==> src/rtl/lpm_pkg.sv <==
package lpm_pkg;

    typedef enum logic [2:0] {
        ST_RUN,
        ST_IDLE,
        ST_STBY,
        ST_HALT,
        ST_OSCW,
        ST_WAKE
    } lpm_state_e;

endpackage

==> src/rtl/lpm_regs.sv <==
module lpm_regs #(
    parameter int QW = 6,
    parameter int NW = 8,
    parameter int DW = 8
) (
    input  logic          clk,
    input  logic          rst_n,
    input  logic          wr,
    input  logic          addr,
    input  logic [DW-1:0] wdata,
    output logic [1:0]    mode,
    output logic [QW-1:0] qual,
    output logic [NW-1:0] mask
);

    always_ff @(posedge clk or negedge rst_n) begin
        if (!rst_n) begin
            mode <= '0;
            qual <= '0;
            mask <= '0;
        end else if (wr) begin
            if (addr) begin
                mask <= wdata[NW-1:0];
            end else begin
                mode <= wdata[1:0];
                qual <= wdata[QW+1:2];
            end
        end
    end

endmodule

==> src/rtl/lpm_qual.sv <==
module lpm_qual #(
    parameter int QW = 6,
    parameter int NW = 8
) (
    input  logic          clk,
    input  logic          rst_n,
    input  logic          en,
    input  logic [NW-1:0] cand,
    input  logic [NW-1:0] mask,
    input  logic [QW-1:0] limit,
    output logic          qual_ok
);

    logic [NW-1:0] hit;
    logic          sel;
    logic [QW-1:0] cnt;

    for (genvar i = 0; i < NW; i++) begin : g_hit
        assign hit[i] = cand[i] & mask[i];
    end

    assign sel = |hit;

    always_ff @(posedge clk or negedge rst_n) begin
        if (!rst_n) begin
            cnt <= '0;
        end else if (!en || !sel) begin
            cnt <= '0;
        end else if (cnt < limit) begin
            cnt <= cnt + 1'b1;
        end
    end

    assign qual_ok = en && sel && (cnt >= limit);

    // a dropped source restarts the qualification window
    assert_qual_restart_R5: assert property (@(posedge clk) disable iff (!rst_n)
        (en && !sel) |=> (cnt == '0));

    // nothing unselected can qualify
    assert_masked_only_R4: assert property (@(posedge clk) disable iff (!rst_n)
        ((cand & mask) == '0) |-> !qual_ok);

endmodule

==> src/rtl/lpm_fsm.sv <==
module lpm_fsm
    import lpm_pkg::*;
(
    input  logic       clk,
    input  logic       rst_n,
    input  logic       idle_req,
    input  logic [1:0] mode,
    input  logic       wd_int,
    input  logic       irq_any,
    input  logic       nmi,
    input  logic       dbg_req,
    input  logic       qual_ok,
    input  logic       osc_stable,
    output lpm_state_e state,
    output logic       osc_en,
    output logic       cpu_clk_en,
    output logic       sys_clk_en,
    output logic       wake_done
);

    lpm_state_e nxt;

    always_ff @(posedge clk or negedge rst_n) begin
        if (!rst_n) begin
            state <= ST_RUN;
        end else begin
            state <= nxt;
        end
    end

    always_comb begin
        nxt = state;
        unique case (state)
            ST_RUN: begin
                if (idle_req) begin
                    if (mode[1])      nxt = ST_HALT;
                    else if (mode[0]) nxt = ST_STBY;
                    else              nxt = ST_IDLE;
                end
            end
            ST_IDLE: if (wd_int || irq_any || nmi || dbg_req) nxt = ST_WAKE;
            ST_STBY: if (wd_int || dbg_req || qual_ok)        nxt = ST_WAKE;
            ST_HALT: if (nmi || dbg_req)                      nxt = ST_OSCW;
            ST_OSCW: if (osc_stable)                          nxt = ST_WAKE;
            ST_WAKE: nxt = ST_RUN;
            default: nxt = ST_RUN;
        endcase
    end

    always_comb begin
        osc_en     = 1'b1;
        cpu_clk_en = 1'b1;
        sys_clk_en = 1'b1;
        wake_done  = 1'b0;
        unique case (state)
            ST_RUN, ST_IDLE: ;
            ST_STBY, ST_OSCW: begin
                cpu_clk_en = 1'b0;
                sys_clk_en = 1'b0;
            end
            ST_HALT: begin
                osc_en     = 1'b0;
                cpu_clk_en = 1'b0;
                sys_clk_en = 1'b0;
            end
            ST_WAKE: wake_done = 1'b1;
            default: ;
        endcase
    end

    // standby mode code selects STBY
    assert_stby_entry_R1: assert property (@(posedge clk) disable iff (!rst_n)
        (state == ST_RUN && idle_req && mode == 2'b01) |=> (state == ST_STBY));

    // HALT holds without nmi or debugger
    assert_halt_hold_R7: assert property (@(posedge clk) disable iff (!rst_n)
        (state == ST_HALT && !nmi && !dbg_req) |=> (state == ST_HALT));

    // clocks stay gated until the oscillator is stable
    assert_oscw_hold_R8: assert property (@(posedge clk) disable iff (!rst_n)
        (state == ST_OSCW && !osc_stable) |=> (!cpu_clk_en && !sys_clk_en));

    // wake_done is a single-cycle pulse
    assert_wake_pulse_R9: assert property (@(posedge clk) disable iff (!rst_n)
        wake_done |=> !wake_done);

    // RUN without idle request stays in RUN
    assert_run_stays_R11: assert property (@(posedge clk) disable iff (!rst_n)
        (state == ST_RUN && !idle_req) |=> (state == ST_RUN));

endmodule

==> src/rtl/lpm_ctrl.sv <==
module lpm_ctrl
    import lpm_pkg::*;
#(
    parameter  int NSRC = 7,
    parameter  int QW   = 6,
    localparam int NW   = NSRC + 1,
    localparam int DW   = (NW > QW + 2) ? NW : QW + 2
) (
    input  logic            clk,
    input  logic            rst_n,
    input  logic            reg_wr,
    input  logic            reg_addr,
    input  logic [DW-1:0]   reg_wdata,
    input  logic            idle_req,
    input  logic            wd_int,
    input  logic            irq_any,
    input  logic            nmi,
    input  logic            dbg_req,
    input  logic [NSRC-1:0] wake_src,
    input  logic            osc_stable,
    output logic            osc_en,
    output logic            cpu_clk_en,
    output logic            sys_clk_en,
    output logic            wake_done
);

    logic [1:0]    mode;
    logic [QW-1:0] qual;
    logic [NW-1:0] mask;
    logic          qual_ok;
    lpm_state_e    state;

    lpm_regs #(.QW(QW), .NW(NW), .DW(DW)) u_regs (
        .clk   (clk),
        .rst_n (rst_n),
        .wr    (reg_wr),
        .addr  (reg_addr),
        .wdata (reg_wdata),
        .mode  (mode),
        .qual  (qual),
        .mask  (mask)
    );

    lpm_qual #(.QW(QW), .NW(NW)) u_qual (
        .clk     (clk),
        .rst_n   (rst_n),
        .en      (state == ST_STBY),
        .cand    ({wake_src, nmi}),
        .mask    (mask),
        .limit   (qual),
        .qual_ok (qual_ok)
    );

    lpm_fsm u_fsm (
        .clk        (clk),
        .rst_n      (rst_n),
        .idle_req   (idle_req),
        .mode       (mode),
        .wd_int     (wd_int),
        .irq_any    (irq_any),
        .nmi        (nmi),
        .dbg_req    (dbg_req),
        .qual_ok    (qual_ok),
        .osc_stable (osc_stable),
        .state      (state),
        .osc_en     (osc_en),
        .cpu_clk_en (cpu_clk_en),
        .sys_clk_en (sys_clk_en),
        .wake_done  (wake_done)
    );

endmodule

==> config.mk <==
export PLATFORM = sky130hd
export DESIGN_NAME = lpm_ctrl
export DESIGN_NICKNAME = d
export VERILOG_FILES = /design/src/rtl/lpm_pkg.sv /design/src/rtl/lpm_regs.sv /design/src/rtl/lpm_qual.sv /design/src/rtl/lpm_fsm.sv /design/src/rtl/lpm_ctrl.sv
export SDC_FILE = /design/constraint.sdc
export NUM_CORES = 1
export LEC_CHECK = 0
export ABC_AREA = 1
export BUFFER_PORTS_ARGS = -buffer_cell sky130_fd_sc_hd__buf_2
export CAP_MARGIN = 15
export CORE_MARGIN = 10
export CORE_UTILIZATION = 50
export CTS_BUF_LIST = sky130_fd_sc_hd__clkbuf_16
export CTS_CLUSTER_SIZE = 10
export DETAILED_ROUTE_END_ITERATION = 16
export GPL_TIMING_DRIVEN = 0
export PLACE_DENSITY_LB_ADDON = 0.15
export SLEW_MARGIN = 0
export SYNTH_ARGS = -nofsm -noshare
export SYNTH_HDL_FRONTEND = slang
export SYNTH_SLANG_ARGS = --single-unit
==> constraint.sdc <==
create_clock -name clk -period 1.9 [get_ports clk]
set_input_delay 0.19 -clock clk [delete_from_list [all_inputs] [get_ports clk]]
set_output_delay 0.19 -clock clk [all_outputs]
set_load 0.01 [all_outputs]
==> Word level (Yosys, flattened, before mapping) <==
Cells that the tools add are included.
Widths: inputs -> output; s select.
{ "classes": {"n_addsub": 1, "magnitude_cmp": 2, "eq_ne": 10, "muxes": 13, "bitwise_logic": 9, "n_reduce_logical": 18} }
{ "ops": {"columns": ["cell", "n"], "rows": [
  ["$mux 3", 6],
  ["$pmux 3 s5", 1],
  ["$mux 6", 2],
  ["$and 1x1->1", 8],
  ["$reduce_or 8->1", 1],
  ["$logic_or 1x1->1", 7],
  ["$add 6x1->6 const B", 1],
  ["$eq 3x2->1 const B", 2],
  ["$eq 3x3->1 const B", 2],
  ["$ge 6x6->1", 1],
  ["$lt 6x6->1", 1],
  ["$ne 2x1->1 const B", 3],
  ["$reduce_and 5->1", 1],
  ["$ne 2x2->1 const B", 2],
  ["$reduce_and 2->1", 2],
  ["$eq 3x1->1 const B", 1],
  ["$logic_not 3->1", 1],
  ["$mux 1", 3],
  ["$reduce_or 3->1", 1],
  ["$logic_and 1x1->1", 2],
  ["$logic_not 1->1", 2],
  ["$mux 2", 1],
  ["$reduce_bool 2->1", 1],
  ["$not 1->1", 1]
]} }
{ "totals": {"reg_bits": 25, "input_bits": 25, "out_inout_bits": 4, "word_cells": 58} }

==> Logic depth before layout (Yosys ltp) <==
Gate-level depths: netlist of run 1.
{ "logic_depth": {"depth_word": 7, "mapped_depth": 11, "mapped_depth_nobuf": 11} }

==> Modules after synthesis <==
From an unflattened synthesis of run 1, not the netlist that was laid out.
{ "hier_totals": {"hier_cells": 211, "area_unflattened_um2": 1594.0} }
{ "by_module_without_submodules": {"columns": ["mod", "instances", "cells_per_inst", "area_each_um2"], "rows": [
  ["lpm_regs", 1, 70, 663.1],
  ["lpm_qual", 1, 89, 628.1],
  ["lpm_fsm", 1, 49, 289.0],
  ["lpm_ctrl", 1, 3, 13.8]
]} }

==> Worst setup path before layout of run 1 <==
No wires, ideal clock.
{ "synth_path": {"path_kind": "flip-flop to flip-flop", "from": "register u_qual.cnt[5]", "to": "register u_qual.cnt[3]", "setup_ns": 0.077, "t_arrival_ns": 1.369, "required_ns": 1.823, "path_slack_ns": 0.453, "path_stages_with_launch": 9, "cell_sequence": "dfrtp_1 > ha_1 > nand2_1 > inv_2 > a21oi_1 > nand2_1 > nor2_1 > o21ai_1 > a21oi_1"} }
{ "synth_between": {"elab_chain_len": 2} }
{ "synth_lines": {"columns": ["item", "line", "source"], "rows": [
  ["from (decl)", "lpm_qual.sv:16", "logic [QW-1:0] cnt;"],
  ["from (signal assigned)", "lpm_qual.sv:30", "cnt <= cnt + 1'b1;"],
  ["$lt 6x6->1", "lpm_qual.sv:29", "end else if (cnt < limit) begin"],
  ["$reduce_bool 2->1 (no source line)", null, null]
]} }
No other way between the ends.
A chain may end at the register's enable or synchronous reset.

==> Worst setup path in the final report of run 1 <==
{ "layout_path": {"from": "register u_fsm.state[1]", "to": "output sys_clk_en"} }
{ "layout_between": {"elab_chain_len": 3} }
{ "layout_lines": {"columns": ["item", "line", "source"], "rows": [
  ["from (decl)", "lpm_fsm.sv:14", "output lpm_state_e state,"],
  ["from (signal assigned)", "lpm_fsm.sv:27", "state <= nxt;"],
  ["$eq 3x2->1 / $eq 3x3->1 (equally long branches)", "lpm_fsm.sv:55", "unique case (state)"],
  ["$reduce_or 3->1 (no source line) *", null, null],
  ["$mux 1 *", "lpm_fsm.sv:55", null],
  ["to (decl)", "lpm_ctrl.sv:23", "output logic sys_clk_en,"]
]} }
Every way passes the cells marked *; elsewhere a longest branch is shown, timed or not.

==> results_dict.tcl, run 1 <==
set metrics [dict create \
    grt_overflow_total 0 \
    synth_compound_area_share_pct 11.9 \
    dpl.hpwl_mm 2.40 \
    path_clk_slew_ns 0.06 \
    drc 0 \
    worstMarginPinSlew_ns 0.568 \
    worstReg2RegStart "u_qual.cnt[5]" \
    insertedDiodeCount 0 \
    cts_root_buffer "clkbuf_16" \
    cp_max_fo 5 \
    grt_pass1_wl_mm 5.47 \
    fin_area_mm2 0.00167 \
    synth_xor_area_share_pct 1.25 \
    grt_pass1_vias 1288 \
    core-area_mm2 0.00271 \
    slew_viol_final 0 \
    synth_cells 187 \
    synth_simple_gate_area_share_pct 27.0 \
    period_needed_ns 1.65 \
    required_ns 1.71 \
    final-seq-area_um2 626 \
    die_x_um 73.0 \
    max_freq_mhz 607 \
    rsz0062_at_grt "no" \
    cp-start-kind "flop" \
    dieArea_mm2 0.00533 \
    ant_nets 0 \
    dr_total_vias 1233 \
    globalRouteMet2Util_pct 18.8 \
    cts.sinks 25 \
    use_met3_pct 4.22 \
    via_per_inst 4.91 \
    synth_fa_ha_area_share_pct 6.23 \
    wirelength_mm 3.09 \
    yosys_warnings 0 \
    muxShareOfSynthArea_pct 0 \
    cts_buffers 3 \
    nNetsFinal 253 \
    fin_setup_tns_ns 0 \
    gp_congestion 0.778 \
    ys_seq_area_share_pct 44.5 \
    power_w 0.00172 \
    irDropWorstVdd_mv 0.819 \
    area_growth_pct 19.1 \
    start_util_pct 51.8 \
    synth_nets 219 \
    busiest_layer "met2" \
    clock_latency_ns 0.26 \
    layout_commonest_cell "nand2_1" \
    place_area_mm2 0.00158 \
    port_buffers 28 \
    crit_type "flop to primary output" \
    status "finished, final reports clean" \
    finalHoldViolations 0 \
    power_density_mw_per_mm2 1030 \
    grt_util_all_layers_pct 12.4 \
    leakage_nw 0.901 \
    cts_tree "built" \
    chipHeight_um 73.0 \
    mostFrequentLayoutCells "nand2_1, buf_2, inv_1" \
    avgSynthCellArea_um2 7.51 \
    hold_start "reg_wdata[0]" \
    synth_top_family_by_area "simple AND/OR/NAND/NOR gates" \
    fillers 253 \
    dr.pass1.iters 4 \
    post-cts-setup-buffers 0 \
    skew_ns 0.00403 \
    drive_gt1_share_pct 20.0 \
    grt_max_degree 26 \
    max-slew-margin-rel_pct 62.1 \
    hold_class "input port to flop" \
    endpoint_kind "primary output" \
    worstPathArrival_ns 1.46 \
    setup_viol 0 \
    netlist_area_mm2 0.00141 \
    startpoint "u_fsm.state[1]" \
    wl_per_cell_um 12.3 \
    yosysUniqueCellTypes 21 \
    gr-usage-met1_pct 15.7 \
    max_cap_viol_count 0 \
    io_pins 29 \
    rows 19 \
    drtIter0Drc 88 \
    cts_buffer_depth 2 \
    fin_crit_sh_pct 86.7 \
    synth-seq-cells 25 \
    antenna_found_initial 0 \
    multi_input_area_um2 652 \
    htreeDepth 1 \
]
## what timing repair did
| action | in CTS | in global routing |
|---|---|---|
| endpoints found under the hold margin | 25 | 0 |
| setup endpoints to repair | 0 | 0 |
| resized for setup | 0 | 0 |
| hold buffers | 1 | 0 |
## flip-flops by register name, summed over array words and instances (netlist names)
register / flops
u_regs.mode: 2
u_regs.mask: 8
u_regs.qual: 6
u_qual.cnt: 6
u_fsm.state: 3
## critical path, stage by stage (launching register included)
cell,delay [ns]
dfrtp_1,0.44
nor2_1,0.23
inv_2,0.07
nor2_2,0.13
a21oi_1,0.07
buf_4,0.13
buf_2,0.13
## power breakdown
part | internal [W] | switching (W) | total (W)
clock network | 0.000282 | 0.000184 | 0.000466
logic | 0.000221 | 0.000355 | 0.000577
registers | 0.000613 | 0.0000691 | 0.000682
## cell families after synthesis
| family | count (synthesis) |
|---|---|
| adders and majority gates | 7 |
| and+or+nand+nor | 90 |
| buffers and inverters | 33 |
| DFF | 25 |
| xor gates and xnor gates | 2 |
| AOI/OAI and AO/OA | 30 |
## worst paths after layout
check / endpoint / cells past startpoint / slack (ns)
max in group asynchronous: u_regs.qual[5] / 2 / 1.07
setup reg to reg: u_qual.cnt[3] / 8 / 0.28
hold reg to reg: u_regs.qual[1] / 2 / 0.48
min in group asynchronous: u_fsm.state[1] / 2 / 0.46
hold / removal: u_regs.mode[0] / 3 / 0.20
setup / recovery: sys_clk_en / 6 / 0.25
## cell usage after synthesis (all sizes together)
cell type / instances / area, µm²
xor2: 2 / 17.5
o2111ai: 1 / 8.76
a21oi: 6 / 41.3
a21boi: 1 / 7.51
inv: 30 / 113
o21ai: 22 / 110
buf: 1 / 7.51
nor2: 15 / 68.8
clkbuf: 2 / 7.51
nand4: 2 / 12.5
nand3: 12 / 60.1
dfrtp: 25 / 626
nand2: 60 / 233
ha: 7 / 87.6
nor3: 1 / 5.00
## area by class of cell
cell class / instances / share of cell area (%)
buffer: 3 / 0.898
timing repair buffer: 29 / 8.98
clock inverter: 1 / 0.224
multi-input combinational: 129 / 39.0
inverter: 30 / 6.73
sequential: 25 / 37.4
tap: 31 / 2.32
clock buffer: 3 / 4.49
## routing by layer
layer	vias up	wire length (µm)	share of wire (%)
met4	0	35	1.1
li1	653	-	-
met5	-	0	0
met2	35	1380	45
met1	541	1460	47
met3	4	218	7.1
## metrics by stage
step	setup slack, ns	hold WS, ns	std cells	utilization [%]
final	0.253	0.197	251	61.7
after floorplan	0.453	-0.106	187	-
after detailed placement	0.275	0.223	246	58.4
after global routing	0.0835	0.225	251	61.7
after global placement	0.314	0.210	246	58.4
after CTS	0.244	0.202	251	61.7
Power figures use the tool's default switching activity.
==> run 2, diff against run 1 <==
- clock period: 1.9 -> 1.8 ns (I/O delays scaled with it)
==> run 2 against run 1 <==
Effect of this change: count of clock-buffer cells in the layout did not move; wire length barely moved; clock skew did not move; critical path depth did not move; sequential power rose by 5.6%; clock power rose by 5.6%; cell count did not move; sequential share of layout area fell by 0.056 points; combinational power rose by 5.5%.
==> results_dict.tcl, run 2 (synthesized netlist as in run 1, its figures left out) <==
set metrics [dict create \
    chipHeight_um 73.0 \
    slew_viol_final 0 \
    leakage_nw 0.900 \
    power_density_mw_per_mm2 1090 \
    startpoint "u_fsm.state[1]" \
    reg_top3 "u_regs.mask: 8 flops, u_qual.cnt: 6 flops, u_regs.qual: 6 flops" \
    setup_viol 0 \
    clockPowerShare_pct 27.0 \
    utilization_pct 61.8 \
    via_per_inst 4.91 \
    fin_setup_tns_ns 0 \
    endpoint_kind "primary output" \
    clock_latency_ns 0.26 \
    wirelength_mm 3.09 \
    rsz0062_at_grt "no" \
    gp_congestion 0.778 \
    die_x_um 73.0 \
    crit_buf_inv 3 \
    antenna_found_initial 0 \
    grt_util_all_layers_pct 12.4 \
    dr_total_vias 1233 \
    dpl.hpwl_mm 2.40 \
    grt_overflow_total 0 \
    worstPathArrival_ns 1.46 \
    cts.sinks 25 \
    top_register "u_regs.mask" \
    cp-start-kind "flop" \
    skew_ns 0.00403 \
    post-cts-setup-buffers 0 \
    mostFrequentLayoutCells "nand2_1, buf_2, inv_1" \
    status "finished, final reports clean" \
    port_buffers 28 \
    path_clk_slew_ns 0.06 \
    cts_buffers 3 \
    rows 19 \
    io_pins 29 \
    irDropWorstVdd_mv 0.865 \
    hold_class "input port to flop" \
    max-slew-margin-rel_pct 62.1 \
    dr.pass1.iters 4 \
    core-area_mm2 0.00271 \
    finalHoldViolations 0 \
    required_ns 1.62 \
    worstReg2RegStart "u_qual.cnt[5]" \
    fin_crit_sh_pct 90.9 \
    critical-path-slowest-cell "dfrtp_1" \
    cts_buffer_depth 2 \
    crit_chain "nor2_1 > inv_2 > nor2_2 > a21oi_1 > buf_4 > buf_2" \
    slowest_delay_ns 0.44 \
    switching_share_pct 35.3 \
    worstMarginPinSlew_ns 0.568 \
    cp_top_family "flip-flops" \
    multi_input_area_um2 654 \
    final-seq-area_um2 626 \
    cts_root_buffer "clkbuf_16" \
    dieArea_mm2 0.00533 \
    drtIter0Drc 88 \
    htreeDepth 1 \
    max_freq_mhz 611 \
    grt_pass1_vias 1288 \
    drc 0 \
    p_int_w 0.00118 \
    crit_type "flop to primary output" \
    period_needed_ns 1.64 \
    cp_max_fo 5 \
    fillers 252 \
    p_comb_share_pct 33.5 \
    grt_max_degree 26 \
    drive_gt1_share_pct 20.5 \
    max_cap_viol_count 0 \
    hold_start "reg_wdata[0]" \
    insertedDiodeCount 0 \
    start_util_pct 51.8 \
    grt_pass1_wl_mm 5.47 \
    seqPwrFrac_pct 39.5 \
    p_switching_w 0.000643 \
    largest_reg_flops 8 \
    cts_tree "built" \
    wl_per_cell_um 12.3 \
    layout_commonest_cell "nand2_1" \
    ant_nets 0 \
    nNetsFinal 253 \
    area_growth_pct 19.2 \
]
run 2: cell counts in the layout (fill, tap and decap cells not counted):
Identical to the previous run, type by type.
run 2: what timing repair did:
item	in CTS	in global routing
gates resized for setup	0	1
endpoints found under the setup margin	0	1
hold buffers	1	0
hold endpoints to repair	25	0
run 2: area by class of cell:
type	instances	share of cell area [%]
plain buffers	3	0.896
inverters	30	6.72
flip-flops and latches	25	37.3
well taps	31	2.32
repair buffers	29	8.96
clock buffers	3	4.48
multi-input cells	129	39.1
clock inverters	1	0.224
run 2: worst paths after layout:
kind | to | slack, ns | depth (start not counted)
worst max-delay path | sys_clk_en | 0.16 | 6
worst min-delay path | u_regs.mode[0] | 0.19 | 3
worst max register to register | u_qual.cnt[3] | 0.20 | 8
worst min register to register | u_regs.qual[1] | 0.48 | 2
max in group asynchronous | u_regs.qual[5] | 0.98 | 2
min in group asynchronous | u_fsm.state[1] | 0.45 | 2
run 2: power groups by stage:
stage / Clock [W] / Sequential, W / Combinational [W]
CTS: 0.000503 / 0.000720 / 0.000613
finish: 0.000492 / 0.000720 / 0.000609
global route: 0.000516 / 0.000733 / 0.000712
detailed placement: 0 / 0.000729 / 0.000606
floorplan: 0 / 0.000714 / 0.000439
global placement: 0 / 0.000725 / 0.000581
run 2: per-layer routing:
metal,up-vias,global-route usage [%],routed length (µm)
met1,541,15.7,1450
met5,-,0,0
met2,35,18.8,1380
met4,0,4.64,35
met3,4,4.22,218
li1,653,-,-
run 2: worst min-delay path: cells and delay by family:
kind,cells,cell delay (ns)
compound gates,1,0.08
buf+inv,2,0.14
run 2: metrics by stage:
stage | area [µm²] | power [W] | std cells | hold WS [ns] | worst slack, ns
3_5_place_dp | 1580 | 0.00133 | 246 | 0.213 | 0.175
3_3_place_gp | 1580 | 0.00131 | 246 | 0.200 | 0.214
4_1_cts | 1670 | 0.00184 | 251 | 0.192 | 0.154
6_report | 1680 | 0.00182 | 251 | 0.187 | 0.163
5_1_grt | 1680 | 0.00196 | 251 | 0.215 | 0.0217
2_1_floorplan | 1410 | 0.00115 | 187 | -0.116 | 0.353
